===== config.mk =====
export PLATFORM = sky130hd
export DESIGN_NAME = evt_status_reg
export DESIGN_NICKNAME = d
export VERILOG_FILES = /design/src/rtl/evt_status_pkg.sv /design/src/rtl/evt_mask_reg.sv /design/src/rtl/evt_edge_qual.sv /design/src/rtl/evt_event_hold.sv /design/src/rtl/evt_summary.sv /design/src/rtl/evt_status_reg.sv
export SDC_FILE = /design/constraint.sdc
export NUM_CORES = 1
export LEC_CHECK = 0
export ABC_AREA = 1
export ABC_CLOCK_PERIOD_IN_PS = 800
export BUFFER_PORTS_ARGS = -buffer_cell sky130_fd_sc_hd__buf_2
export CAP_MARGIN = 20
export CORE_ASPECT_RATIO = 1.2
export CORE_MARGIN = 1
export CORE_UTILIZATION = 35
export DETAILED_ROUTE_END_ITERATION = 6
export RECOVER_POWER = 25
export REMOVE_ABC_BUFFERS = 1
export SLEW_MARGIN = 40
export SYNTH_ARGS = -nofsm -noshare
export SYNTH_HDL_FRONTEND = slang
export SYNTH_HIERARCHICAL = 1
export SYNTH_SLANG_ARGS = --single-unit

===== constraint.sdc =====
create_clock -name clk -period 0.8 [get_ports clk]
set_input_delay 0.08 -clock clk [delete_from_list [all_inputs] [get_ports clk]]
set_output_delay 0.08 -clock clk [all_outputs]
set_load 0.005 [all_outputs]

===== src/rtl/evt_status_pkg.sv =====
package evt_status_pkg;
   localparam int unsigned SEL_W = 3;

   typedef enum logic [SEL_W-1:0] {
      PART_COND   = 3'd0,
      PART_RISE   = 3'd1,
      PART_FALL   = 3'd2,
      PART_EVENT  = 3'd3,
      PART_ENABLE = 3'd4
   } part_sel_e;
endpackage


===== src/rtl/evt_mask_reg.sv =====
module evt_mask_reg #(
   parameter int unsigned    WIDTH     = 16,
   parameter logic [WIDTH-1:0] RESET_VAL = '0,
   parameter logic [WIDTH-1:0] KEEP      = '1
) (
   input  logic             clk,
   input  logic             rst_n,
   input  logic             wr_en,
   input  logic [WIDTH-1:0] wdata,
   output logic [WIDTH-1:0] q
);
   always_ff @(posedge clk or negedge rst_n) begin
      if (!rst_n)     q <= RESET_VAL & KEEP;
      else if (wr_en) q <= wdata & KEEP;
   end
endmodule


===== src/rtl/evt_edge_qual.sv =====
module evt_edge_qual #(
   parameter int unsigned      WIDTH = 16,
   parameter logic [WIDTH-1:0] KEEP  = '1
) (
   input  logic             clk,
   input  logic             rst_n,
   input  logic [WIDTH-1:0] cond_in,
   input  logic [WIDTH-1:0] rise_mask,
   input  logic [WIDTH-1:0] fall_mask,
   output logic [WIDTH-1:0] cond_q,
   output logic [WIDTH-1:0] hit
);
   logic [WIDTH-1:0] cond_m;
   assign cond_m = cond_in & KEEP;

   always_ff @(posedge clk or negedge rst_n) begin
      if (!rst_n) cond_q <= '0;
      else        cond_q <= cond_m;
   end

   for (genvar i = 0; i < WIDTH; i++) begin : g_bit
      logic went_up, went_down;
      assign went_up   = cond_m[i] & ~cond_q[i];
      assign went_down = ~cond_m[i] & cond_q[i];
      assign hit[i]    = (went_up & rise_mask[i]) | (went_down & fall_mask[i]);
   end
endmodule


===== src/rtl/evt_event_hold.sv =====
module evt_event_hold #(
   parameter int unsigned WIDTH = 16
) (
   input  logic             clk,
   input  logic             rst_n,
   input  logic [WIDTH-1:0] set_vec,
   input  logic             clr,
   output logic [WIDTH-1:0] q
);
   always_ff @(posedge clk or negedge rst_n) begin
      if (!rst_n)   q <= '0;
      else if (clr) q <= set_vec;
      else          q <= q | set_vec;
   end
endmodule


===== src/rtl/evt_summary.sv =====
module evt_summary #(
   parameter int unsigned WIDTH = 16
) (
   input  logic [WIDTH-1:0] event_vec,
   input  logic [WIDTH-1:0] enable_vec,
   output logic             sum_out
);
   logic [WIDTH:0] chain;
   assign chain[0] = 1'b0;
   for (genvar i = 0; i < WIDTH; i++) begin : g_or
      assign chain[i+1] = chain[i] | (event_vec[i] & enable_vec[i]);
   end
   assign sum_out = chain[WIDTH];
endmodule


===== src/rtl/evt_status_reg.sv =====
module evt_status_reg
   import evt_status_pkg::*;
#(
   parameter int unsigned WIDTH = 16
) (
   input  logic             clk,
   input  logic             rst_n,
   input  logic [WIDTH-1:0] cond_in,
   input  logic             acc_rd,
   input  logic             acc_wr,
   input  logic [2:0]       acc_addr,
   input  logic [WIDTH-1:0] acc_wdata,
   output logic [WIDTH-1:0] acc_rdata,
   input  logic             clr_status,
   output logic             summary_out
);
   localparam logic [WIDTH-1:0] KEEP      = {1'b0, {(WIDTH-1){1'b1}}};
   localparam logic [WIDTH-1:0] RISE_INIT = KEEP;

   if (WIDTH < 2 || WIDTH > 32) begin : g_bad_width
      $error("evt_status_reg: WIDTH must lie in 2..32");
   end

   part_sel_e        sel;
   logic [WIDTH-1:0] cond_q, rise_q, fall_q, event_q, enable_q, hit;
   logic             wr_rise, wr_fall, wr_enable, event_clr;

   assign sel       = part_sel_e'(acc_addr);
   assign wr_rise   = acc_wr && (sel == PART_RISE);
   assign wr_fall   = acc_wr && (sel == PART_FALL);
   assign wr_enable = acc_wr && (sel == PART_ENABLE);
   assign event_clr = clr_status || (acc_rd && (sel == PART_EVENT));

   evt_mask_reg #(.WIDTH(WIDTH), .RESET_VAL(RISE_INIT), .KEEP(KEEP)) u_rise (
      .clk(clk), .rst_n(rst_n), .wr_en(wr_rise), .wdata(acc_wdata), .q(rise_q));

   evt_mask_reg #(.WIDTH(WIDTH), .RESET_VAL('0), .KEEP(KEEP)) u_fall (
      .clk(clk), .rst_n(rst_n), .wr_en(wr_fall), .wdata(acc_wdata), .q(fall_q));

   evt_mask_reg #(.WIDTH(WIDTH), .RESET_VAL('0), .KEEP(KEEP)) u_enable (
      .clk(clk), .rst_n(rst_n), .wr_en(wr_enable), .wdata(acc_wdata), .q(enable_q));

   evt_edge_qual #(.WIDTH(WIDTH), .KEEP(KEEP)) u_edge (
      .clk(clk), .rst_n(rst_n), .cond_in(cond_in), .rise_mask(rise_q),
      .fall_mask(fall_q), .cond_q(cond_q), .hit(hit));

   evt_event_hold #(.WIDTH(WIDTH)) u_event (
      .clk(clk), .rst_n(rst_n), .set_vec(hit), .clr(event_clr), .q(event_q));

   evt_summary #(.WIDTH(WIDTH)) u_sum (
      .event_vec(event_q), .enable_vec(enable_q), .sum_out(summary_out));

   always_comb begin
      unique case (sel)
         PART_COND:   acc_rdata = cond_q;
         PART_RISE:   acc_rdata = rise_q;
         PART_FALL:   acc_rdata = fall_q;
         PART_EVENT:  acc_rdata = event_q;
         PART_ENABLE: acc_rdata = enable_q;
         default:     acc_rdata = '0;
      endcase
   end
endmodule


Word level (Yosys, flattened, before mapping)
Index checks and enable logic that the tools add are counted.
{"block": "word_totals", "regBits": 76, "inputBits": 40}
{"block": "op_classes", "eq_ne": 4, "mux": 2, "bitwise": 135, "n_reduce_logical": 6}
{"operator": "16-bit one-hot mux with 5 select lines", "count": 1}
{"operator": "1-bit AND", "count": 75}
{"operator": "1-bit inverter", "count": 30}
{"operator": "1-bit OR", "count": 29}
{"operator": "16-bit two-way mux", "count": 1}
{"operator": "16-bit by 15-bit OR with 16-bit output", "count": 1}
{"operator": "3-bit by 2-bit equality test with 1-bit output (second input constant)", "count": 2}
{"operator": "1-bit logical AND", "count": 4}
{"operator": "3-bit by 1-bit equality test with 1-bit output (second input constant)", "count": 1}
{"operator": "3-bit equality test (second input constant)", "count": 1}
{"operator": "3-bit zero test", "count": 1}
{"operator": "1-bit logical OR", "count": 1}

Depth between registers and ports, before layout
Gate-level depths: netlist (run 1).
{"block": "depth", "ltp_word": 15, "ltp_mapped": 9, "depth_no_buf": 7}

By module
The synthesis (run 1) kept the hierarchy.
{"mod": "evt_mask_reg at u_enable ...", "n_inst": 2, "cells_each": 66, "area_each_um2": 619.3}
{"mod": "evt_status_reg", "n_inst": 1, "cells_each": 175, "area_each_um2": 802.0}
{"mod": "evt_edge_qual", "n_inst": 1, "cells_each": 93, "area_each_um2": 713.2}
{"mod": "evt_mask_reg at u_rise", "n_inst": 1, "cells_each": 66, "area_each_um2": 638.1}
{"mod": "evt_event_hold", "n_inst": 1, "cells_each": 66, "area_each_um2": 598.1}
{"mod": "evt_summary", "n_inst": 1, "cells_each": 35, "area_each_um2": 133.9}

Least setup slack after synthesis (run 1)
Ideal clock, no wire load.
{"block": "synth_path", "path_kind": "input-to-reg", "from": "in acc_addr[2]", "to": "reg u_enable.q[7]", "t_arrival_ps": 1202, "t_required_ps": 684, "slack_ps": -518, "path_stages": 9, "n_path_buf": 4, "path_cell_list": "buf_2 inv_2 buf_2 nor4_1 buf_6 inv_6 buf_12 nand2_1 nand2_1"}
{"block": "synth_via", "elab_chain_cells": 2}
{"item": "from (decl)", "line": "evt_status_reg.sv:11", "text": "input logic [2:0] acc_addr,"}
{"item": "3-bit equality test", "line": "evt_status_reg.sv:31", "text": "assign wr_enable = acc_wr && (sel == PART_ENABLE);"}
{"item": "1-bit logical AND", "line": "evt_status_reg.sv:31"}
{"item": "via wr_enable", "line": "evt_status_reg.sv:26", "text": "logic wr_rise, wr_fall, wr_enable, event_clr;"}
{"item": "to (signal assigned)", "line": "evt_mask_reg.sv:13", "text": "if (!rst_n) q <= RESET_VAL & KEEP;"}
{"item": "to (signal assigned)", "line": "evt_mask_reg.sv:14", "text": "else if (wr_en) q <= wdata & KEEP;"}
{"item": "to (decl)", "line": "evt_mask_reg.sv:10", "text": "output logic [WIDTH-1:0] q"}
The timed path passes the listed nets, and every way through them passes these cells.
A chain may end at the register's enable or synchronous reset.

Worst setup path after layout (run 1)
{"block": "layout_path", "from": "reg u_event.q[0]", "to": "out summary_out"}
{"block": "layout_via", "elab_chain_cells": 15}
{"item": "from (decl)", "line": "evt_event_hold.sv:8", "text": "output logic [WIDTH-1:0] q"}
{"item": "from (signal assigned)", "line": "evt_event_hold.sv:12", "text": "else if (clr) q <= set_vec;"}
{"item": "from (signal assigned)", "line": "evt_event_hold.sv:13", "text": "else q <= q | set_vec;"}
{"item": "1-bit AND", "line": "evt_summary.sv:11", "text": "assign chain[i+1] = chain[i] | (event_vec[i] & enable_vec[i]);"}
{"item": "1-bit OR (14 in series)", "line": "evt_summary.sv:11"}
{"item": "to (decl)", "line": "evt_status_reg.sv:15", "text": "output logic summary_out"}
Every way passes these cells.

==> results of run 1 <==
## cell type report
cell class / count / area, sq um
multi-input cells: 400 / 1890
well taps: 157 / 196
clock buffers: 16 / 262
inverters: 61 / 251
fillers: 1137 / 5660
flip-flops and latches: 76 / 1920
repair buffers: 163 / 1340
## through the flow
stage | setup WS [ns] | TNS [ns] | power, mW
6_report | -0.607 | -11.22 | 11.6
5_1_grt | -0.668 | -14.04 | 12.2
4_1_cts | -0.572 | -10.41 | 11.4
3_5_place_dp | -0.402 | -24.27 | 7.34
3_3_place_gp | -0.377 | -23.52 | 7.28
2_1_floorplan | -1.38 | -54.71 | 6.02
## cell usage after synthesis, types with 2 or more instances
master / n / area [sq um]
buf_12: 3 / 60.1
buf_2: 11 / 55.1
buf_4: 8 / 60.1
buf_6: 7 / 78.8
clkbuf_1: 2 / 7.51
conb_1: 4 / 15.0
dfrtp_1: 61 / 1530
dfstp_2: 15 / 394
inv_1: 56 / 210
inv_2: 2 / 7.51
inv_6: 3 / 26.3
nand2_1: 258 / 968
nand2_2: 17 / 106
nand3_1: 77 / 385
nand4_1: 18 / 113
nor2_1: 20 / 75.1
nor2_2: 2 / 12.5
## cell usage in the layout, fill, tap and decap left out, drive strengths merged
master / instances
buf: 114
clkbuf: 34
conb: 5
dfrtp: 61
dfstp: 15
dlygate4sd3: 31
inv: 61
nand2: 275
nand3: 77
nand4: 18
nor2: 23
nor3: 1
nor4: 1
## sequential cells by signal, indices dropped and copies added (netlist names)
signal         flops
u_fall/q          15
u_enable/q        15
u_rise/q          15
u_event/q         16
u_edge/cond_q     15
## logic make-up after synthesis
kind of cell	count (synthesis)
simple gates	395
flops	76
buf+inv	92
other cells	4
## path summary, 6_finish.rpt
kind	slack, ns	depth (start not counted)	from	end
worst max-delay path	-0.61	5	u_event/q[0]	summary_out
worst min-delay path	0.21	6	clr_status	u_event/q[15]
worst max register to register	-0.22	6	u_rise/q[11]	u_event/q[11]
worst min register to register	0.50	2	u_fall/q[12]	u_fall/q[12]
max in group asynchronous	0.01	3	rst_n	u_rise/q[3]
min in group asynchronous	0.22	2	rst_n	u_event/q[13]
## what timing repair did
action | CTS | global route
buffers inserted | 8 | 14
gates resized for setup | 32 | 50
endpoints found under the setup margin | 52 | 63
endpoints found under the hold margin | 111 | 0
hold buffers | 31 | 0
pin swaps | 29 | 62
## where the power goes
group	switching, mW	leakage [nW]	internal, mW
Combinational	1.39	2.13	1.45
Clock	1.51	0.125	2.19
Sequential	0.513	0.914	4.57
## metal layers
layer | part of all wire | global-route usage
met4 | 0.012 | 0.0688
met1 | 0.44 | 0.278
met3 | 0.054 | 0.0311
met2 | 0.50 | 0.356
met5 | 0 | 0
## tightest hold or removal path, cell delays in order
cell and delay (ns):
buf_2 0.07, inv_1 0.03, nand2_1 0.09, inv_4 0.11, nand2_2 0.07, nand2_1 0.05
==> impl_metrics.env, run 1 <==
export IMPL_fin_nets=751
export IMPL_setup_viol=44
export IMPL_drv_slew=0
export IMPL_antenna_cells=0
export IMPL_routabilityCongestion=0.793
export IMPL_final_util=0.509
export IMPL_synth_top_family_by_area="simple AND/OR/NAND/NOR gates"
export IMPL_die_w_um=101
export IMPL_worstPathArrival_ns=1.33
export IMPL_worstPathCellList="nand2_2, nand4_1, nor2_1, nand2_1, buf_2"
export IMPL_synthCells=567
export IMPL_io_buffers=54
export IMPL_outcome="finished with violations"
export IMPL_grt_pass1_vias=3973
export IMPL_ant_nets=0
export IMPL_synth_edf_count=0
export IMPL_rows=43
export IMPL_fin_crit_ns=1.41
export IMPL_syn_area_per_cell_sq_um=7.27
export IMPL_clk_path_buf_depth=2
export IMPL_fmax_mhz=711
export IMPL_clock_latency_ns=0.34
export IMPL_synthArstFlopShare=1.00
export IMPL_synth_compound_area_frac=0
export IMPL_grt_antenna_before_repair=0
export IMPL_vias=4094
export IMPL_synth_simple_area_share=0.408
export IMPL_overflow=0
export IMPL_design_core_area_sq_um=11500
export IMPL_grt_pass1_wl_mm=19.8
export IMPL_hpwl_mm=8.14
export IMPL_path_delay_family="simple AND/OR/NAND/NOR gates"
export IMPL_via_per_inst=4.69
export IMPL_cts_tree="done"
export IMPL_critPathRequiredTime_ns=0.72
export IMPL_clock_sinks=76
export IMPL_hold_class="in2reg"
export IMPL_hold_viol_final=0
export IMPL_synth_fa_ha_area_frac=0
export IMPL_layout_drive_gt1_share=0.297
export IMPL_timing_final_crit_share=1.76
export IMPL_synth_seq_area_share=0.466
export IMPL_area_growth_pct=42.0
export IMPL_drc=0
export IMPL_post_drt_wl_per_cell_um=14.0
export IMPL_ys_seq_elements=76
export IMPL_cts_clk_slew_worst_paths_ns=0.06
export IMPL_crit_type="reg2out"
export IMPL_cts_root_buf="clkbuf_16"
export IMPL_synthFlopType="dfrtp_1"
export IMPL_layout_setup_ws_ns=-0.607
export IMPL_drt_iter0_drc=259
export IMPL_die_area_sq_um=12200
export IMPL_p_per_area_nw_per_um2=1990
export IMPL_worst_path_largest_cell_delay_ns=0.41
export IMPL_endpoint_kind="output pin"
export IMPL_finish_instance_area_sq_um=5860
export IMPL_dr_pass1_iters=4
export IMPL_stdcell_count=873
export IMPL_whs_ns=0.211
export IMPL_ir_drop_v=0.000991
export IMPL_grtUsageTotal=0.212
export IMPL_io_pin_count=57
export IMPL_routed_wl_mm=12.2
export IMPL_initial_utilization=0.358
export IMPL_dp_cells=813
export IMPL_synthXorXnorAreaFrac=0
export IMPL_cp_buffers_inverters=1
export IMPL_ys_types=20
export IMPL_rsz0062_at_grt="yes"
export IMPL_cap_violations=0
export IMPL_leakagePower_nw=3.17
export IMPL_place_area_sq_um=4930
export IMPL_synth_warnings=6
export IMPL_muxShareOfSynthArea=0
export IMPL_critPathMaxFanout=3
export IMPL_numCtsBuffers=9
export IMPL_syn_area_sq_um=4120
export IMPL_violations="setup timing"
export IMPL_cpMaxStageDelayCell="dfrtp_1"
export IMPL_htreeDepth=3
export IMPL_grt_max_degree=31
export IMPL_startpoint_type="register"
export IMPL_skew_ns=0.00383
export IMPL_die_height_um=121
Note: power is estimated with default switching activity, not from simulation.
==> run 2, diff against run 1 <==
--- a/config.mk
+++ b/config.mk
@@ -8,11 +8,11 @@
 export ABC_AREA = 1
 export ABC_CLOCK_PERIOD_IN_PS = 800
 export BUFFER_PORTS_ARGS = -buffer_cell sky130_fd_sc_hd__buf_2
-export CAP_MARGIN = 20
-export CORE_ASPECT_RATIO = 1.2
+export CAP_MARGIN = 40
 export CORE_MARGIN = 1
 export CORE_UTILIZATION = 35
 export DETAILED_ROUTE_END_ITERATION = 6
+export GPL_TIMING_DRIVEN = 0
 export RECOVER_POWER = 25
 export REMOVE_ABC_BUFFERS = 1
 export SLEW_MARGIN = 40
==> run 2 against run 1 <==
The run ends with hold timing, setup timing left. Via count increased by 0.98%. Total power rose by 8.8%. Non-clock buffer count shrank 16. Final cell count fell by 3.3%. Global-route usage down 0.62 points. Fmax increased by 2.5%. Sequential share of layout area fell by 0.82 points. Die area is essentially flat. Register-to-register slack gained 0.02 ns. Wire length increased by 6.9%. Flip-flop and latch count is the same. Largest cell class unchanged. Largest power group unchanged.
==> impl_metrics.env, run 2 (synthesized netlist as in run 1, its figures left out) <==
export IMPL_design_core_area_sq_um=11500
export IMPL_fmax_mhz=729
export IMPL_vias=4134
export IMPL_rows=39
export IMPL_hold_viol_final=29
export IMPL_fill_cells=1041
export IMPL_clock_sinks=76
export IMPL_clock_latency_ns=0.33
export IMPL_worstPathCellList="nand2_1, nand4_1, nor2_2, nand2_2, buf_2"
export IMPL_tightest_slew_ns=1.01
export IMPL_clk_path_buf_depth=2
export IMPL_post_drt_wl_per_cell_um=15.5
export IMPL_ant_nets=0
export IMPL_worstPathArrival_ns=1.29
export IMPL_layout_drive_gt1_share=0.307
export IMPL_dr_pass1_iters=5
export IMPL_grtUsageTotal=0.205
export IMPL_largest_register_ffs=16
export IMPL_largest_register="u_event/q"
export IMPL_cts_clk_slew_worst_paths_ns=0.06
export IMPL_final_common_cell="nand2_1"
export IMPL_switching_power_mw=3.48
export IMPL_critPathMaxFanout=3
export IMPL_leakagePower_nw=3.24
export IMPL_drc=0
export IMPL_outcome="finished with violations"
export IMPL_finish_instance_area_sq_um=6010
export IMPL_pwr_share_comb=0.229
export IMPL_timing_final_crit_share=1.72
export IMPL_ir_drop_v=0.00113
export IMPL_via_per_inst=4.90
export IMPL_crit_type="reg2out"
export IMPL_antenna_cells=0
export IMPL_fin_crit_ns=1.37
export IMPL_cpMaxStageDelayCell="dfrtp_1"
export IMPL_cts_root_buf="clkbuf_16"
export IMPL_pwr_share_seq=0.400
export IMPL_skew_ns=0.00257
export IMPL_initial_utilization=0.360
export IMPL_most_common_layout_cells="nand2_1 (245), dfrtp_1 (61), nand3_1 (58)"
export IMPL_area_growth_pct=45.7
export IMPL_io_buffers=54
export IMPL_die_height_um=111
export IMPL_setup_viol=57
export IMPL_max_slew_margin=0.327
export IMPL_grt_antenna_before_repair=0
export IMPL_hold_class="in2async"
export IMPL_violations="hold timing, setup timing"
export IMPL_die_w_um=111
export IMPL_cap_violations=0
export IMPL_place_area_sq_um=4440
export IMPL_intPower_mw=9.18
export IMPL_grt_pass1_vias=4089
export IMPL_cts_tree="done"
export IMPL_worst_path_largest_cell_delay_ns=0.40
export IMPL_overflow=0
export IMPL_p_per_area_nw_per_um2=2110
export IMPL_dp_slack_ns=-1.47
export IMPL_switching_share=0.275
export IMPL_io_pin_count=57
export IMPL_die_area_sq_um=12200
export IMPL_cts_hold_buf=30
export IMPL_grt_max_degree=41
export IMPL_final_util=0.524
export IMPL_critPathRequiredTime_ns=0.72
export IMPL_rsz0062_at_grt="yes"
export IMPL_startpoint_type="register"
export IMPL_fin_nets=737
export IMPL_total_power_mw=12.7
export IMPL_routabilityCongestion=0.783
export IMPL_hpwl_mm=6.89
export IMPL_power_share_clock=0.370
export IMPL_drt_iter0_drc=302
export IMPL_layout_setup_ws_ns=-0.572
export IMPL_routed_wl_mm=13.0
export IMPL_grt_pass1_wl_mm=19.8
export IMPL_numCtsBuffers=9
export IMPL_endpoint_kind="output pin"
export IMPL_drv_slew=0
export IMPL_whs_ns=-0.0927
export IMPL_htreeDepth=3
## run 2: cell types whose count changed in the layout (fill, tap and decap cells not counted), moves of 3 or more
| cell | before | now |
|---|---|---|
| nor2_2 | 8 | 5 |
| buf_4 | 46 | 19 |
| buf_16 | 0 | 3 |
| bufinv_16 | 0 | 3 |
| nand2_2 | 32 | 29 |
| buf_2 | 36 | 49 |
| nand3_1 | 55 | 58 |
| clkbuf_1 | 21 | 1 |
| nand3_2 | 22 | 19 |
| buf_6 | 24 | 35 |
## run 2: critical path, delay by kind of cell (launching register included)
family / cells / cell delay, ns
buffers and inverters: 1 / 0.12
AND/OR/NAND/NOR: 4 / 0.44
flip-flops: 1 / 0.40
## run 2: power by group through the flow
stage	sequential (mW)	combinational, mW	clock [mW]
3_3_place_gp	5.09	1.64	0
4_1_cts	5.02	2.33	4.77
3_5_place_dp	5.12	1.73	0
6_report	5.07	2.90	4.69
2_1_floorplan	5.01	1.01	0
5_1_grt	5.13	3.20	4.93
## run 2: final timing paths
check	start	endpoint	slack (ns)	depth (start not counted)
setup / recovery	u_event/q[0]	summary_out	-0.57	5
hold / removal	rst_n	u_fall/q[11]	-0.09	1
setup reg to reg	u_rise/q[11]	u_event/q[11]	-0.20	6
hold reg to reg	u_rise/q[5]	u_rise/q[5]	0.49	2
max in group asynchronous	rst_n	u_rise/q[8]	0.07	2
min in group clk	clr_status	u_event/q[5]	0.26	6
## run 2: what timing repair did
item / in CTS / in global routing
buffers inserted: 29 / 30
endpoints found under the hold margin: 91 / 36
pin swaps: 39 / 56
endpoints found under the setup margin: 78 / 74
cloned: 1 / 2
gates resized for setup: 39 / 66
## run 2: stage by stage
step | setup TNS, ns | cells
floorplan | -54.71 | 537
global placement | -239.87 | 734
detailed placement | -90.89 | 742
CTS | -9.84 | 817
global route | -15.41 | 844
finish | -11.35 | 844
## run 2: final cells by class
type | instances | area (sq um) | share of cell area
Clock buffer | 11 | 243 | 0.0404
Sequential cell | 76 | 1920 | 0.320
Timing Repair Buffer | 147 | 1380 | 0.229
Inverter | 61 | 282 | 0.0469
Multi-Input combinational cell | 400 | 1890 | 0.315
Timing Repair inverter | 2 | 20.0 | 0.00333
Tap cell | 143 | 179 | 0.0298
Clock inverter | 4 | 97.6 | 0.0162
## run 2: layer usage
metal | GRT usage | vias to the layer above | wire (um)
met5 | 0 | - | 0
met4 | 0.0791 | 0 | 237
met3 | 0.0412 | 27 | 757
met2 | 0.358 | 153 | 6610
met1 | 0.249 | 1955 | 5440
li1 | - | 1999 | -
